**config.mk**
```make
export PLATFORM = sky130hd
export DESIGN_NAME = dcinv_ctrl
export DESIGN_NICKNAME = d
export VERILOG_FILES = /design/src/rtl/dcinv_pkg.sv /design/src/rtl/dcinv_fault_prio.sv /design/src/rtl/dcinv_xl_capture.sv /design/src/rtl/dcinv_seq.sv /design/src/rtl/dcinv_ctrl.sv
export SDC_FILE = /design/constraint.sdc
export NUM_CORES = 1
export LEC_CHECK = 0
export ABC_AREA = 1
export BUFFER_PORTS_ARGS = -buffer_cell sky130_fd_sc_hd__buf_4
export CAP_MARGIN = 20
export CORE_MARGIN = 2
export CORE_UTILIZATION = 41
export CTS_BUF_LIST = sky130_fd_sc_hd__clkbuf_16
export DETAILED_ROUTE_END_ITERATION = 16
export MAX_ROUTING_LAYER = met4
export PLACE_DENSITY = 0.76
export SLEW_MARGIN = 20
export SYNTH_ARGS = -nofsm -noshare
export SYNTH_HDL_FRONTEND = slang
export SYNTH_SLANG_ARGS = --single-unit
```
**constraint.sdc**
```tcl
create_clock -name clk -period 1.69 [get_ports clk]
set_clock_uncertainty 0.05 [all_clocks]
set_input_delay 0.2535 -clock clk [delete_from_list [all_inputs] [get_ports clk]]
set_output_delay 0.2535 -clock clk [all_outputs]
set_load 0.02 [all_outputs]
```
**src/rtl/dcinv_pkg.sv**
```systemverilog
// Shared types of the cache block invalidate sequencer.
// Assumes: 2-bit coherence state encoding with Invalid = 0.
package dcinv_pkg;
    typedef enum logic [1:0] {
        FLT_NONE = 2'b00,
        FLT_BAT  = 2'b01,
        FLT_TLB  = 2'b10
    } fault_e;

    typedef enum logic [2:0] {
        ST_IDLE,
        ST_TRANSLATE,
        ST_LOOKUP,
        ST_UPDATE,
        ST_BROADCAST,
        ST_DONE
    } seq_state_e;

    localparam logic [1:0] COH_INVALID = 2'b00;
endpackage

```
**src/rtl/dcinv_fault_prio.sv**
```systemverilog
// Fault priority encoder: block-translation violation outranks TLB violation.
// Assumes: inputs are only meaningful while the translation acknowledge is high.
module dcinv_fault_prio
    import dcinv_pkg::*;
(
    input  logic   bat_viol,
    input  logic   tlb_viol,
    output fault_e fault
);
    // Pick the highest-ranked violation present.
    always_comb begin
        if (bat_viol)      fault = FLT_BAT;
        else if (tlb_viol) fault = FLT_TLB;
        else               fault = FLT_NONE;
    end
endmodule

```
**src/rtl/dcinv_xl_capture.sv**
```systemverilog
// Holds the request address and the translation/lookup results of one operation.
// Assumes: the load strobes come from the sequencer and are single-cycle.
module dcinv_xl_capture #(
    parameter int EA_W      = 32,
    parameter int PA_W      = 32,
    parameter int WAY_W     = 3,
    parameter int LINE_BITS = 5
) (
    input  logic             clk,
    input  logic             rst_n,
    input  logic             load_ea,
    input  logic [EA_W-1:0]  ea_in,
    input  logic             load_xl,
    input  logic [PA_W-1:0]  pa_in,
    input  logic             coh_in,
    input  logic             load_way,
    input  logic [WAY_W-1:0] way_in,
    output logic [EA_W-1:0]  ea_q,
    output logic [PA_W-1:0]  line_pa_q,
    output logic             coh_q,
    output logic [WAY_W-1:0] way_q
);
    localparam logic [PA_W-1:0] LINE_MASK = ~((PA_W'(1) << LINE_BITS) - PA_W'(1));

    // Latch the effective address when a request is accepted.
    always_ff @(posedge clk) begin
        if (!rst_n)       ea_q <= '0;
        else if (load_ea) ea_q <= ea_in;
    end

    // Latch the line-aligned physical address and coherency flag at translation.
    always_ff @(posedge clk) begin
        if (!rst_n) begin
            line_pa_q <= '0;
            coh_q     <= 1'b0;
        end else if (load_xl) begin
            line_pa_q <= pa_in & LINE_MASK;
            coh_q     <= coh_in;
        end
    end

    // Latch the hit way for the state write.
    always_ff @(posedge clk) begin
        if (!rst_n)        way_q <= '0;
        else if (load_way) way_q <= way_in;
    end
endmodule

```
**src/rtl/dcinv_seq.sv**
```systemverilog
// Sequencer FSM: translate, look up, invalidate, broadcast, complete.
// Assumes: acknowledges are only sampled while the matching request is high.
module dcinv_seq
    import dcinv_pkg::*;
(
    input  logic   clk,
    input  logic   rst_n,
    input  logic   req_valid,
    input  logic   xl_ack,
    input  fault_e xl_fault,
    input  logic   xl_dseg,
    input  logic   tag_ack,
    input  logic   tag_hit,
    input  logic   coh_q,
    input  logic   bc_ack,
    output logic   req_ready,
    output logic   xl_req,
    output logic   tag_req,
    output logic   st_we,
    output logic   bc_req,
    output logic   done,
    output fault_e done_code,
    output logic   load_ea,
    output logic   load_xl,
    output logic   load_way
);
    seq_state_e state_q, state_d;
    fault_e     code_q;
    logic       xl_done_q;

    // Next-state selection.
    always_comb begin
        state_d = state_q;
        unique case (state_q)
            ST_IDLE:      if (req_valid) state_d = ST_TRANSLATE;
            ST_TRANSLATE: if (xl_ack) begin
                              if (xl_fault != FLT_NONE || xl_dseg) state_d = ST_DONE;
                              else                                 state_d = ST_LOOKUP;
                          end
            ST_LOOKUP:    if (tag_ack) begin
                              if (tag_hit)    state_d = ST_UPDATE;
                              else if (coh_q) state_d = ST_BROADCAST;
                              else            state_d = ST_DONE;
                          end
            ST_UPDATE:    state_d = coh_q ? ST_BROADCAST : ST_DONE;
            ST_BROADCAST: if (bc_ack) state_d = ST_DONE;
            ST_DONE:      state_d = ST_IDLE;
            default:      state_d = ST_IDLE;
        endcase
    end

    // State register.
    always_ff @(posedge clk) begin
        if (!rst_n) state_q <= ST_IDLE;
        else        state_q <= state_d;
    end

    // Result code: cleared on accept, set from the translation response.
    always_ff @(posedge clk) begin
        if (!rst_n)       code_q <= FLT_NONE;
        else if (load_ea) code_q <= FLT_NONE;
        else if (load_xl) code_q <= xl_fault;
    end

    // Tracks that the current operation's translation has finished.
    always_ff @(posedge clk) begin
        if (!rst_n)       xl_done_q <= 1'b0;
        else if (load_ea) xl_done_q <= 1'b0;
        else if (load_xl) xl_done_q <= 1'b1;
    end

    // Decode the handshake strobes from the state.
    always_comb begin
        req_ready = (state_q == ST_IDLE);
        xl_req    = (state_q == ST_TRANSLATE);
        tag_req   = (state_q == ST_LOOKUP);
        st_we     = (state_q == ST_UPDATE);
        bc_req    = (state_q == ST_BROADCAST);
        done      = (state_q == ST_DONE);
        done_code = code_q;
        load_ea   = req_ready && req_valid;
        load_xl   = xl_req && xl_ack;
        load_way  = tag_req && tag_ack && tag_hit;
    end

    a_r2_accept_starts: assert property (@(posedge clk) disable iff (!rst_n)
        (req_ready && req_valid) |=> (xl_req && !req_ready));
    a_r3_xl_hold: assert property (@(posedge clk) disable iff (!rst_n)
        (xl_req && !xl_ack) |=> xl_req);
    a_r3_lookup_after_xl: assert property (@(posedge clk) disable iff (!rst_n)
        tag_req |-> xl_done_q);
    a_r4_no_lookup_on_fault: assert property (@(posedge clk) disable iff (!rst_n)
        tag_req |-> (code_q == FLT_NONE));
    a_r6_single_write: assert property (@(posedge clk) disable iff (!rst_n)
        st_we |=> !st_we);
    a_r8_bc_hold: assert property (@(posedge clk) disable iff (!rst_n)
        (bc_req && !bc_ack) |=> bc_req);
    a_r8_bc_only_coherent: assert property (@(posedge clk) disable iff (!rst_n)
        bc_req |-> coh_q);
    a_r9_done_pulse: assert property (@(posedge clk) disable iff (!rst_n)
        done |=> (!done && req_ready));
endmodule

```
**src/rtl/dcinv_ctrl.sv**
```systemverilog
// Top of the data cache block invalidate sequencer.
// Assumes: one external translation unit, one tag array port and one bus
// request/acknowledge pair; each acknowledge arrives eventually.
module dcinv_ctrl #(
    parameter int EA_W      = 32,
    parameter int PA_W      = 32,
    parameter int WAYS      = 8,
    parameter int LINE_BITS = 5,
    localparam int WAY_W    = (WAYS > 1) ? $clog2(WAYS) : 1
) (
    input  logic             clk,
    input  logic             rst_n,
    input  logic             req_valid,
    input  logic [EA_W-1:0]  req_ea,
    output logic             req_ready,
    output logic             xl_req,
    output logic [EA_W-1:0]  xl_ea,
    output logic             xl_write,
    input  logic             xl_ack,
    input  logic [PA_W-1:0]  xl_pa,
    input  logic             xl_coh,
    input  logic             xl_dseg,
    input  logic             xl_bat_viol,
    input  logic             xl_tlb_viol,
    output logic             tag_req,
    output logic [PA_W-1:0]  tag_pa,
    input  logic             tag_ack,
    input  logic             tag_hit,
    input  logic [WAY_W-1:0] tag_way,
    output logic             st_we,
    output logic [PA_W-1:0]  st_pa,
    output logic [WAY_W-1:0] st_way,
    output logic [1:0]       st_state,
    output logic             bc_req,
    output logic [PA_W-1:0]  bc_pa,
    input  logic             bc_ack,
    output logic             done,
    output logic [1:0]       done_code
);
    import dcinv_pkg::*;

    fault_e             xl_fault;
    fault_e             code_e;
    logic               load_ea, load_xl, load_way, coh_q;
    logic [PA_W-1:0]    line_pa_q;
    logic [WAY_W-1:0]   way_q;

    dcinv_fault_prio u_prio (
        .bat_viol (xl_bat_viol),
        .tlb_viol (xl_tlb_viol),
        .fault    (xl_fault)
    );

    dcinv_xl_capture #(
        .EA_W(EA_W), .PA_W(PA_W), .WAY_W(WAY_W), .LINE_BITS(LINE_BITS)
    ) u_cap (
        .clk       (clk),
        .rst_n     (rst_n),
        .load_ea   (load_ea),
        .ea_in     (req_ea),
        .load_xl   (load_xl),
        .pa_in     (xl_pa),
        .coh_in    (xl_coh),
        .load_way  (load_way),
        .way_in    (tag_way),
        .ea_q      (xl_ea),
        .line_pa_q (line_pa_q),
        .coh_q     (coh_q),
        .way_q     (way_q)
    );

    dcinv_seq u_seq (
        .clk       (clk),
        .rst_n     (rst_n),
        .req_valid (req_valid),
        .xl_ack    (xl_ack),
        .xl_fault  (xl_fault),
        .xl_dseg   (xl_dseg),
        .tag_ack   (tag_ack),
        .tag_hit   (tag_hit),
        .coh_q     (coh_q),
        .bc_ack    (bc_ack),
        .req_ready (req_ready),
        .xl_req    (xl_req),
        .tag_req   (tag_req),
        .st_we     (st_we),
        .bc_req    (bc_req),
        .done      (done),
        .done_code (code_e),
        .load_ea   (load_ea),
        .load_xl   (load_xl),
        .load_way  (load_way)
    );

    // Drive the address and state outputs from the captured operation data.
    always_comb begin
        xl_write  = 1'b1;
        tag_pa    = line_pa_q;
        st_pa     = line_pa_q;
        bc_pa     = line_pa_q;
        st_way    = way_q;
        st_state  = COH_INVALID;
        done_code = code_e;
    end

    a_r4_fault_quiet: assert property (@(posedge clk) disable iff (!rst_n)
        (xl_req && xl_ack && (xl_bat_viol || xl_tlb_viol)) |=> (done && !tag_req && !st_we && !bc_req));
    a_r5_dseg_noop: assert property (@(posedge clk) disable iff (!rst_n)
        (xl_req && xl_ack && xl_dseg) |=> (done && !tag_req));
    a_r7_miss_no_write: assert property (@(posedge clk) disable iff (!rst_n)
        (tag_req && tag_ack && !tag_hit) |=> !st_we);
    a_r6_hit_write: assert property (@(posedge clk) disable iff (!rst_n)
        (tag_req && tag_ack && tag_hit) |=> (st_we && st_way == $past(tag_way)));
endmodule

```
==> results.py <==
metrics = {
    "detailed_routing": {
        "wl_per_cell_um": 12.77,
        "via_count": 3006,
        "drc_errors": 0,
        "routed_wl_um": 8299,
        "vias_per_cell": 4.625,
        "drt_iter0_markers": 142,
        "dr.pass1.iters": 4,
        "ant_nets": 0,
    },
    "die": {
        "dieArea_mm2": 0.008318,
        "initial_utilization_pct": 42.76,
        "pin_count": 220,
        "rows": 31,
        "die_h_um": 91.21,
        "coreArea_mm2": 0.007292,
        "dieWidth_um": 91.21,
    },
    "timing": {
        "hold_viol": 0,
        "setup_tns_ns": 0,
        "setup_violations": 0,
        "final_max_slew_viol_count": 0,
        "period_share_pct": 94.59,
        "rsz0062_at_grt": "no",
        "period_minus_slack_ns": 1.599,
        "fmax_mhz": 625.5,
        "whs_ns": 0.1187,
    },
    "synth": {
        "synth_warnings": 0,
        "ys_types": 23,
        "synth_area_mm2": 0.003118,
        "synth.top_cell.area_share_pct": 43.66,
        "synth_largest_area_cell": "dfxtp_1",
        "syn_inst": 408,
        "synth_area_per_cell_um2": 7.642,
        "ys_seq_elements": 68,
        "ys_seq_area_share_pct": 43.66,
        "ys_top_cells_by_area": "dfxtp_1 (44%), buf_4 (18%), nor2_1 (7.3%)",
    },
    "clock_tree": {
        "cts_tree": "yes",
        "clkLatencyLatePin_ns": 0.32,
        "clkTransAtPathRegs_ns": 0.06,
        "cts_root_buf": "clkbuf_16",
        "numCtsBuffers": 9,
        "clockBufferDepth": 2,
        "clock_sinks": 68,
        "cts_hold_buf": 0,
        "htreeDepth": 3,
    },
    "worst_setup_path": {
        "crit_arrival_ns": 1.30,
        "r2r_cells": 7,
        "worst_r2r_endpoint": "u_cap.coh_q",
        "crit-reg2reg-launch": "u_seq.state_q[1]",
        "cp.required_ns": 1.39,
        "critPathMaxFanout": 11,
        "r2r_slack_ns": 0.26,
        "startpoint_type": "flop",
        "critPathKind": "reg -> out",
        "end_kind": "primary output",
    },
    "grt": {
        "grt_first_pass_wirelength_um": 13260,
        "overflow": 0,
        "grt_pass1_vias": 2835,
        "antenna_found_initial": 0,
        "gr-usage-all-layers_pct": 20.04,
        "grt_max_degree": 36,
    },
    "placement": {
        "dpl_cell_area_mm2": 0.004187,
        "dp.final_hpwl_um": 6271,
        "io_buffers": 196,
        "gp_congestion": 0.9330,
    },
    "finish": {
        "final_util_pct": 62.42,
        "n_antenna_cell": 0,
        "layout_commonest_cell": "buf_4",
        "final_area_mm2": 0.004552,
        "final_cell_mix": "buf_4 (202), dfxtp_1 (66), nor2_1 (61), nand2_1 (49), a21oi_1 (40)",
        "n_fill_cell": 659,
        "area_delta_synth_final_pct": 45.99,
        "drive_above_1_share_pct": 41.74,
        "fin_nets": 624,
    },
    "power": {
        "cellPowerDensity_mw_per_mm2": 1410,
        "ir_drop_mv": 0.6730,
        "leakage_nw": 2.217,
    },
    "worst_hold_path": {
        "min_from": "xl_pa[5]",
        "hold_path_class": "in -> reg",
        "worstHoldPathCells": 3,
        "whs_endpoint": "u_cap.line_pa_q[5]",
    },
    "run": {
        "cap_violations": 0,
    },
    "status": {
        "status": "finished clean",
    },
}
[power breakdown]
part	leakage [nW]	switching, mW	internal (mW)	total (mW)
Clock	0.163	0.669	1.43	2.10
Combinational	1.50	1.33	0.944	2.28
Sequential	0.557	0.197	1.84	2.04
Total	2.22	2.20	4.22	6.42
[cells in the mapped netlist]
cell type / count
clkbuf_1: 11
buf_2: 5
dfxtp_1: 68
nor2_1: 61
nor2_2: 2
nand2_2: 1
nand3_1: 37
buf_6: 2
nand4_1: 1
inv_1: 12
a21oi_1: 40
nand3b_1: 2
conb_1: 2
nand3_2: 1
nand2_1: 49
inv_2: 2
o21ai_1: 7
clkinv_1: 1
nor3_1: 1
clkinv_2: 1
nor2_4: 2
buf_4: 75
o21ai_0: 25
[stage by stage]
stage	total power, mW	setup slack (ns)	cells
global route	6.763	0.02320	650
floorplan	3.644	0.3491	424
global placement	4.278	0.05086	633
finish	6.417	0.09140	650
detailed placement	4.320	-0.04970	633
CTS	6.453	0.01213	650
[metal layers]
layer | up-vias | global-route usage, % | share of wire, %
met5 | - | - | 0
met4 | 0 | 3.914 | 0.81
met3 | 8 | 5.643 | 7.5
met2 | 130 | 35.56 | 51
met1 | 1368 | 22.62 | 41
li1 | 1500 | - | -
[cell type report]
cell class              instances  area, um2  share of cell area [%]
clock inverters                 7      115.1                   2.529
flip-flops and latches         68       1364                   29.96
inverters                      16      67.56                   1.484
multi-input cells             247       1109                   24.35
clock buffers                   9      225.2                   4.948
well taps                      99      123.9                   2.721
repair buffers                204       1548                   34.00
[cells by family after synthesis]
family / Yosys count / share of synthesized area, %
buf+inv: 109 / 22.87
compound gates: 72 / 11.56
simple gates: 157 / 21.67
other cells: 2 / 0.2409
flops: 68 / 43.66
[worst max path at each step]
stage / from / to / depth (start not counted)
3_5_place_dp: u_seq.state_q[1] / u_cap.line_pa_q[17] / 7
3_3_place_gp: u_seq.state_q[1] / u_cap.line_pa_q[28] / 7
5_1_grt: u_seq.state_q[0] / req_ready / 5
6_report: u_seq.state_q[0] / req_ready / 5
2_1_floorplan: u_seq.state_q[0] / u_cap.line_pa_q[13] / 6
4_1_cts: u_seq.state_q[0] / req_ready / 5
[flip-flops by register name (all words and copies together), names as in the netlist]
signal	flops
u_cap.coh_q	1
u_cap.ea_q	32
u_cap.line_pa_q	27
u_cap.way_q	3
u_seq.done_code	2
u_seq.state_q	3
[repair_timing]
action,4_1_cts,5_1_grt
pin swaps,1,0
endpoints found under the setup margin,29,15
gates resized for setup,1,5
setup buffers,1,0
[worst max-delay path, stage by stage, from the launching register on]
cell and delay, ns:
dfxtp_2 0.36, nor2_2 0.14, inv_2 0.07, nor2_4 0.10
buf_6 0.15, buf_4 0.15
No activity file was read; power rests on OpenSTA's default activity.
